==> config.mk <==
export PLATFORM = sky130hd
export DESIGN_NAME = sram_ctrl
export DESIGN_NICKNAME = d
export VERILOG_FILES = /design/src/rtl/sram_ctrl_pkg.sv /design/src/rtl/sram_ctrl_seq.sv /design/src/rtl/sram_ctrl_dpath.sv /design/src/rtl/sram_ctrl.sv
export SDC_FILE = /design/constraint.sdc
export NUM_CORES = 1
export LEC_CHECK = 0
export ABC_AREA = 1
export CORE_AREA = 2 2 62 76
export CTS_CLUSTER_SIZE = 12
export DETAILED_ROUTE_END_ITERATION = 6
export DIE_AREA = 0 0 64 78
export PLACE_DENSITY = 0.85
export SLEW_MARGIN = 20
export SYNTH_ARGS = -nofsm -noshare
export SYNTH_HDL_FRONTEND = slang
export SYNTH_SLANG_ARGS = --single-unit
==> constraint.sdc <==
create_clock -name clk_i -period 1.35 [get_ports clk_i]
set_input_delay 0.2025 -clock clk_i [delete_from_list [all_inputs] [get_ports clk_i]]
set_output_delay 0.2025 -clock clk_i [all_outputs]
set_load 0.01 [all_outputs]
==> src/rtl/sram_ctrl_pkg.sv <==
package sram_ctrl_pkg;

  typedef enum logic [2:0] {
    ST_IDLE,
    ST_TURN,
    ST_RD,
    ST_WR,
    ST_HOLD
  } ctrl_state_e;

  // ceiling of ns/period, never below one cycle
  function automatic int ns2cyc(input int ns, input int period);
    int c;
    c = (ns + period - 1) / period;
    return (c < 1) ? 1 : c;
  endfunction

  function automatic int max2(input int a, input int b);
    return (a > b) ? a : b;
  endfunction

endpackage

==> src/rtl/sram_ctrl_seq.sv <==
module sram_ctrl_seq
  import sram_ctrl_pkg::*;
#(
  parameter int RD_CYC = 4,
  parameter int WR_CYC = 4,
  parameter int DW_CYC = 2,
  parameter int TA_CYC = 1
) (
  input  logic clk_i,
  input  logic rst_ni,
  input  logic start_i,
  input  logic start_we_i,
  output logic idle_o,
  output logic cs_no,
  output logic oe_no,
  output logic we_no,
  output logic dq_oe_o,
  output logic cap_o
);

  localparam int MAX_CYC = max2(max2(RD_CYC, WR_CYC), TA_CYC);
  localparam int CNT_W   = $clog2(MAX_CYC + 1);

  ctrl_state_e state_q;
  logic [CNT_W-1:0] cnt_q;
  logic rd_last_q;
  logic cnt_zero;

  assign cnt_zero = (cnt_q == '0);

  always_ff @(posedge clk_i or negedge rst_ni) begin
    if (!rst_ni) begin
      state_q   <= ST_IDLE;
      cnt_q     <= '0;
      rd_last_q <= 1'b0;
    end else begin
      unique case (state_q)
        ST_IDLE: if (start_i) begin
          if (!start_we_i) begin
            state_q <= ST_RD;
            cnt_q   <= CNT_W'(RD_CYC - 1);
          end else if (rd_last_q) begin
            state_q <= ST_TURN;
            cnt_q   <= CNT_W'(TA_CYC - 1);
          end else begin
            state_q <= ST_WR;
            cnt_q   <= CNT_W'(WR_CYC - 1);
          end
        end
        ST_TURN: begin
          if (cnt_zero) begin
            state_q <= ST_WR;
            cnt_q   <= CNT_W'(WR_CYC - 1);
          end else cnt_q <= cnt_q - 1'b1;
        end
        ST_RD: begin
          if (cnt_zero) begin
            state_q   <= ST_IDLE;
            rd_last_q <= 1'b1;
          end else cnt_q <= cnt_q - 1'b1;
        end
        ST_WR: begin
          rd_last_q <= 1'b0;
          if (cnt_zero) state_q <= ST_HOLD;
          else cnt_q <= cnt_q - 1'b1;
        end
        ST_HOLD: state_q <= ST_IDLE;
        default: state_q <= ST_IDLE;
      endcase
    end
  end

  assign idle_o  = (state_q == ST_IDLE);
  assign cs_no   = !((state_q == ST_RD) || (state_q == ST_WR));
  assign oe_no   = (state_q != ST_RD);
  assign we_no   = (state_q != ST_WR);
  // drive only in the setup window at the end of the pulse, plus one hold cycle
  assign dq_oe_o = ((state_q == ST_WR) && (cnt_q < CNT_W'(DW_CYC))) ||
                   (state_q == ST_HOLD);
  assign cap_o   = (state_q == ST_RD) && cnt_zero;


  no_contention_chk: assert property (@(posedge clk_i) disable iff (!rst_ni)
    dq_oe_o |-> oe_no);


  wr_strobe_chk: assert property (@(posedge clk_i) disable iff (!rst_ni)
    !we_no |-> (oe_no && !cs_no));


  turn_gap1_chk: assert property (@(posedge clk_i) disable iff (!rst_ni)
    $past(!oe_no) |-> we_no);


  turn_gap2_chk: assert property (@(posedge clk_i) disable iff (!rst_ni)
    $past(!oe_no, 2) |-> we_no);

endmodule

==> src/rtl/sram_ctrl_dpath.sv <==
module sram_ctrl_dpath #(
  parameter int ADDR_W = 15,
  parameter int DATA_W = 8
) (
  input  logic              clk_i,
  input  logic              rst_ni,
  input  logic              start_i,
  input  logic              cap_i,
  input  logic [ADDR_W-1:0] addr_i,
  input  logic [DATA_W-1:0] wdata_i,
  input  logic [DATA_W-1:0] dq_i,
  output logic [ADDR_W-1:0] addr_o,
  output logic [DATA_W-1:0] wdata_o,
  output logic [DATA_W-1:0] rdata_o,
  output logic              rvalid_o
);

  always_ff @(posedge clk_i or negedge rst_ni) begin
    if (!rst_ni) begin
      addr_o  <= '0;
      wdata_o <= '0;
    end else if (start_i) begin
      addr_o  <= addr_i;
      wdata_o <= wdata_i;
    end
  end

  always_ff @(posedge clk_i or negedge rst_ni) begin
    if (!rst_ni) begin
      rdata_o  <= '0;
      rvalid_o <= 1'b0;
    end else begin
      rvalid_o <= cap_i;
      if (cap_i) rdata_o <= dq_i;
    end
  end


  rvalid_pulse_chk: assert property (@(posedge clk_i) disable iff (!rst_ni)
    rvalid_o |=> !rvalid_o);

endmodule

==> src/rtl/sram_ctrl.sv <==
module sram_ctrl
  import sram_ctrl_pkg::*;
#(
  parameter int ADDR_W    = 15,
  parameter int DATA_W    = 8,
  parameter int CLK_NS    = 20,
  parameter int T_RC_NS   = 70,
  parameter int T_AA_NS   = 70,
  parameter int T_AOE_NS  = 30,
  parameter int T_WC_NS   = 70,
  parameter int T_WP_NS   = 50,
  parameter int T_AW_NS   = 70,
  parameter int T_DW_NS   = 30,
  parameter int T_WHZ_NS  = 25,
  parameter int T_OHZ_NS  = 20
) (
  input  logic              clk_i,
  input  logic              rst_ni,
  input  logic              req_i,
  input  logic              we_i,
  input  logic [ADDR_W-1:0] addr_i,
  input  logic [DATA_W-1:0] wdata_i,
  output logic              ready_o,
  output logic              rvalid_o,
  output logic [DATA_W-1:0] rdata_o,
  output logic [ADDR_W-1:0] sram_addr_o,
  output logic [DATA_W-1:0] sram_dq_o,
  input  logic [DATA_W-1:0] sram_dq_i,
  output logic              sram_dq_oe_o,
  output logic              sram_cs_no,
  output logic              sram_oe_no,
  output logic              sram_we_no
);

  localparam int RD_CYC = max2(max2(ns2cyc(T_RC_NS, CLK_NS), ns2cyc(T_AA_NS, CLK_NS)),
                               ns2cyc(T_AOE_NS, CLK_NS));
  localparam int DW_CYC = ns2cyc(T_DW_NS, CLK_NS);
  localparam int WR_CYC = max2(max2(ns2cyc(T_WC_NS, CLK_NS), ns2cyc(T_WP_NS, CLK_NS)),
                               max2(ns2cyc(T_AW_NS, CLK_NS),
                                    ns2cyc(T_WHZ_NS, CLK_NS) + DW_CYC));
  localparam int TA_CYC = ns2cyc(T_OHZ_NS, CLK_NS);

  logic start, cap;

  assign start = req_i && ready_o;

  sram_ctrl_seq #(
    .RD_CYC(RD_CYC),
    .WR_CYC(WR_CYC),
    .DW_CYC(DW_CYC),
    .TA_CYC(TA_CYC)
  ) u_seq (
    .clk_i     (clk_i),
    .rst_ni    (rst_ni),
    .start_i   (start),
    .start_we_i(we_i),
    .idle_o    (ready_o),
    .cs_no     (sram_cs_no),
    .oe_no     (sram_oe_no),
    .we_no     (sram_we_no),
    .dq_oe_o   (sram_dq_oe_o),
    .cap_o     (cap)
  );

  sram_ctrl_dpath #(
    .ADDR_W(ADDR_W),
    .DATA_W(DATA_W)
  ) u_dpath (
    .clk_i   (clk_i),
    .rst_ni  (rst_ni),
    .start_i (start),
    .cap_i   (cap),
    .addr_i  (addr_i),
    .wdata_i (wdata_i),
    .dq_i    (sram_dq_i),
    .addr_o  (sram_addr_o),
    .wdata_o (sram_dq_o),
    .rdata_o (rdata_o),
    .rvalid_o(rvalid_o)
  );


  addr_stable_chk: assert property (@(posedge clk_i) disable iff (!rst_ni)
    (!sram_cs_no && $past(!sram_cs_no)) |-> $stable(sram_addr_o));


  wdata_stable_chk: assert property (@(posedge clk_i) disable iff (!rst_ni)
    (sram_dq_oe_o && $past(sram_dq_oe_o)) |-> $stable(sram_dq_o));


  ready_idle_chk: assert property (@(posedge clk_i) disable iff (!rst_ni)
    ready_o |-> (sram_cs_no && sram_we_no && sram_oe_no));

endmodule

After elaboration in Yosys (flattened, before gate mapping). Cells that the tools add are included.

Output and inout port bits: 37. Flip-flop bits (word level): 39. Bits of input ports: 35. Logic and storage cells: 49.

Eq/ne operators: 11. Multiplexer cells: 15. Magnitude comparators: 1. Reduce and logical (&&, ||, !) cells: 14. Add/sub/neg operators: 1.

Operators by type and width (number): two-way mux 3 bit (9); case mux 3 bit (4 select lines) (1); case mux 3 bit (3 select lines) (1); != test 2 x 1 -> 1 bit, second input constant (4); equality test 3 x 2 -> 1 bit, second input constant (2); logical NOT 3 bit (2); != test 3 x 2 -> 1 bit, second input constant (2); two-way mux 2 bit (2); AND reduction 4 bit (1); equality test 3 x 1 -> 1 bit, second input constant (1); equality test 3 bit, second input constant (1); logical AND 1 bit (3); < comparator 3 x 2 -> 1 bit, second input constant (1); AND reduction 3 bit (1); nonzero test 3 bit (1); subtractor 3 x 1 -> 3 bit, second input constant (1); logical OR 1 bit (2); != test 2 bit, second input constant (1); case mux 1 bit (2 select lines) (1); AND reduction 2 bit (1); nonzero test 2 bit (1); OR reduction 2 bit (1); logical NOT 1 bit (1); two-way mux 1 bit (1).

Logic depth before layout (Yosys ltp).
Depth after elaboration: 4. Depth in mapped cells: 9. Gate-level depth less buffers: 9.

Modules after synthesis. A second synthesis with hierarchy kept.

Cell total of the unflattened synthesis: 215. Area total of the unflattened synthesis: 1744.2 um2.

Modules (own cells, without submodules): sram_ctrl_dpath (area each 1199.9 um2, instances 1, seq. area each 800.8 um2, cells an instance 132); sram_ctrl_seq (area each 536.8 um2, instances 1, seq. area each 175.2 um2, cells an instance 81); sram_ctrl (area each 7.5 um2, instances 1, seq. area each 0.0 um2, cells an instance 2).

Least setup slack after synthesis. OpenSTA, ideal clock, no wires.

Path type: reg-to-output. Start point: reg u_seq.state_q[2]. End point: out sram_dq_oe_o. Slack: 31 ps. Path buffers: 0. Stages on the path, launching flop included: 6. Required time: 1148 ps. Data arrival time: 1116 ps. Cell sequence: dfrtp_1 > nor2_4 > inv_1 > nor2_1 > nand3_1 > o21ai_0.

Cells in the longest elaborated chain, start to end: 3. Elaborated cells between the ends (all ways): 4. Those cells by class: eq/ne (2); reduce/logical (2).

RTL lines: start, declared (line sram_ctrl_seq.sv:24) `ctrl_state_e state_q;`; start signal, assigned (line sram_ctrl_seq.sv:33) `state_q <= ST_IDLE;`; start signal, assigned (line sram_ctrl_seq.sv:40) `state_q <= ST_RD;`; start signal, assigned (line sram_ctrl_seq.sv:43) `state_q <= ST_TURN;`; equality test 3 x 2 -> 1 bit (line sram_ctrl_seq.sv:78) `assign dq_oe_o = ((state_q == ST_WR) && (cnt_q < CNT_W'(DW_CYC))) ||`; logical AND 1 bit (line sram_ctrl_seq.sv:78); logical OR 1 bit (*) (line sram_ctrl_seq.sv:78); end, declared (line sram_ctrl.sv:29) `output logic sram_dq_oe_o,`.

Every way passes the cells marked *; elsewhere a longest branch is shown, timed or not.

Final worst setup path.
Start point: reg u_seq.state_q[1]. End point: reg u_dpath.addr_o[12].

Cells in the longest elaborated chain, start to end: 2.

RTL lines: logical NOT 3 bit (line sram_ctrl_seq.sv:73) `assign idle_o = (state_q == ST_IDLE);`; logical AND 1 bit (line sram_ctrl.sv:45) `assign start = req_i && ready_o;`; end signal, assigned (line sram_ctrl_dpath.sv:23) `addr_o <= addr_i;`; end, declared (line sram_ctrl_dpath.sv:12) `output logic [ADDR_W-1:0] addr_o,`.

No other way between the ends. A chain may end at the register's enable or synchronous reset.

==> key figures <==
Setup path
  • Worst Path Arrival: 1.75 ns
  • Crit. End Element: flip-flop
  • FF-to-FF setup slack: -0.16 ns
  • CP required: 1.59 ns
  • Startpoint Class: flip-flop
  • Crit path max fanout: 8
  • Critical path class: flip-flop to flip-flop

Synth
  • Count of cell types in the netlist: 20
  • Synthesized area per cell: 8.26 um^2
  • Seq/Total Area, Yosys: 0.552
  • EDFF count, synth: 0
  • Syn Std Cell Area: 0.00177 mm^2
  • Mapped Nets: 251
  • Synth async-reset ratio: 1.00
  • Yosys warning total: 0
  • Seq cells post-synth: 39
  • Synthesized instance count: 214
  • Post-synth top flop: dfrtp_1

Clocking
  • Clock Latency Late Sink: 0.30 ns
  • Root Driver: clkbuf_8
  • CTS H-tree depth: 2
  • Clk buf depth: 2
  • Sink Count: 39
  • CTS tree: built
  • Clock buffer count from CTS: 5
  • Worst-path clk slew: 0.07 ns

Place
  • Post-DP HPWL: 3.24 mm
  • Placed Area: 0.00263 mm^2
  • Port Buffers: 71
  • Placed cell count: 351
  • Routability Congestion: 0.862

STA
  • Slew @ Worst Pin: 0.715 ns
  • Fmax: 663 MHz
  • Hold slack: 0.355 ns
  • Final hold viol count: 0
  • Headroom to the max-slew limit: 0.523
  • Final WS setup: -0.159 ns
  • Setup violations, final: 38
  • Min Tclk post-route: 1.51 ns
  • Max-slew violations: 0
  • Clock Skew: 0.00243 ns
  • Unrepaired setup endpoints after global routing: true
  • Crit share post-route: 1.12
  • Setup TNS: -3.42 ns

Floorplanning
  • Die width: 64 um
  • Chip height: 78 um
  • Die ar.: 0.00499 mm^2
  • # rows: 26
  • I/O pin total: 72
  • Placeable Area: 0.00420 mm^2
  • Starting density of the core: 0.421

Global route
  • Grt total ovfl: 0
  • Initial antenna violation count: 0
  • Largest net degree at the start of global routing: 25
  • GR Util All Layers: 0.211
  • Vias in the first global route: 1694
  • First-pass GRT wire length: 8.11 mm

Run status
  • Failing checks: negative setup slack
  • Status: finished with violations

Cells and area
  • Nets: 358
  • Fillers: 304
  • Synth-to-layout area growth: 76.5%
  • Final instance area: 0.00312 mm^2
  • Most frequent cells in the layout: 93 x nand2_1, 39 x dfrtp_1, 32 x clkdlybuf4s50_1, 32 x dlygate4sd2_1, 26 x nand3_1
  • Ant. Diodes: 0
  • Post-Layout Cell Count: 378
  • Finished Core Util: 0.744
  • Layout cells sized above 1: 0.252
  • Most common cell after layout, fill and taps aside: nand2_1

Hold path
  • Hold WC Path Type: input port to asynchronous set/reset pin

Route
  • Routed wire per std cell: 15.0 um
  • Via count: 1862
  • Routed Antenna Nets: 0
  • Total wire length: 5.67 mm
  • DRC Markers: 0
  • 1st-iter DRT viols: 46
  • Drt pass-1 iters: 4
  • Vias/cell: 4.93

Pwr
  • Leak Pwr: 1.64 nW
  • Worst VDD drop: 1.44 mV
  • Pwr Density: 2490 mW/mm^2

Run
  • Max_cap viols: 0
-- logic make-up after synthesis --
| logic type | after synthesis | synth area share |
|---|---|---|
| simple gates | 147 | 0.360 |
| flops | 39 | 0.552 |
| buf+inv | 22 | 0.0609 |
| compound gates | 4 | 0.0127 |
| fa+ha+maj | 2 | 0.0142 |
-- per-layer routing --
layer  share of wire  global-route usage
met4           0.032              0.0587
met5               0                   0
met1            0.38               0.264
met3           0.055              0.0493
met2            0.53               0.360
-- final timing paths --
kind / startpoint / end / cells after the start
setup / recovery: u_seq.state_q[1] / u_dpath.addr_o[12] / 8
hold / removal: rst_ni / u_dpath.addr_o[0] / 2
setup reg to reg: u_seq.state_q[1] / u_dpath.addr_o[12] / 8
hold reg to reg: u_dpath.addr_o[14] / u_dpath.addr_o[14] / 2
max in group asynchronous: rst_ni / u_dpath.addr_o[8] / 3
min in group clk_i: sram_dq_i[5] / u_dpath.rdata_o[5] / 3
-- through the flow --
stage               setup WS, ns  power [mW]
floorplan                 0.0313        3.88
global placement          -0.229        5.58
detailed placement        -0.264        5.69
CTS                       -0.170        6.72
global route              -0.237        8.32
finish                    -0.159        7.76
-- report_power, final --
group	leakage, nW	switching, mW	internal, mW
combinational	1.11	2.48	2.46
clock	0.0422	0.413	0.363
sequential	0.484	0.313	1.73
-- what timing repair did --
item,CTS,global route
pin swaps,5,8
hold endpoints to repair,15,0
resized for setup,65,46
cloned,2,2
hold buffers,1,0
setup endpoints to repair,72,40
setup buffers,9,7
-- cell type report --
cell class / count / area (um^2) / area share
repair buffers: 105 / 1050 / 0.337
clock inverters: 1 / 5.00 / 0.00160
clock buffers: 7 / 76.3 / 0.0245
flip-flops and latches: 39 / 976 / 0.313
multi-input cells: 155 / 881 / 0.282
inverters: 15 / 61.3 / 0.0196
well taps: 56 / 70.1 / 0.0225
-- worst max-delay path, stage by stage (launching register included) --
cell       delay (ns)
dfrtp_1          0.41
inv_2            0.10
buf_4            0.15
nand2_8          0.07
nor2_8           0.14
buf_12           0.16
bufbuf_16        0.26
nand3_1          0.07
nand2_1          0.08
-- cells in the mapped netlist (2+ instances only) --
cell        n  area (um^2)
nand3_1    32          160
ha_1        2         25.0
buf_4       2         15.0
nand2_1   102          383
nor2_1      6         22.5
inv_2       3         11.3
nand2_2     2         12.5
clkbuf_1    2         7.51
nor2_4      2         22.5
dfrtp_1    39          976
buf_6       2         22.5
inv_1      11         41.3
o21ai_0     2         10.0
-- state kept, by name (all words and copies together) (netlist names) --
register,count
u_dpath.rdata_o,8
u_seq.cnt_q,3
u_seq.state_q,3
u_seq.rd_last_q,1
u_dpath.rvalid_o,1
u_dpath.addr_o,15
u_dpath.wdata_o,8
No activity file was read; power rests on OpenSTA's default activity.
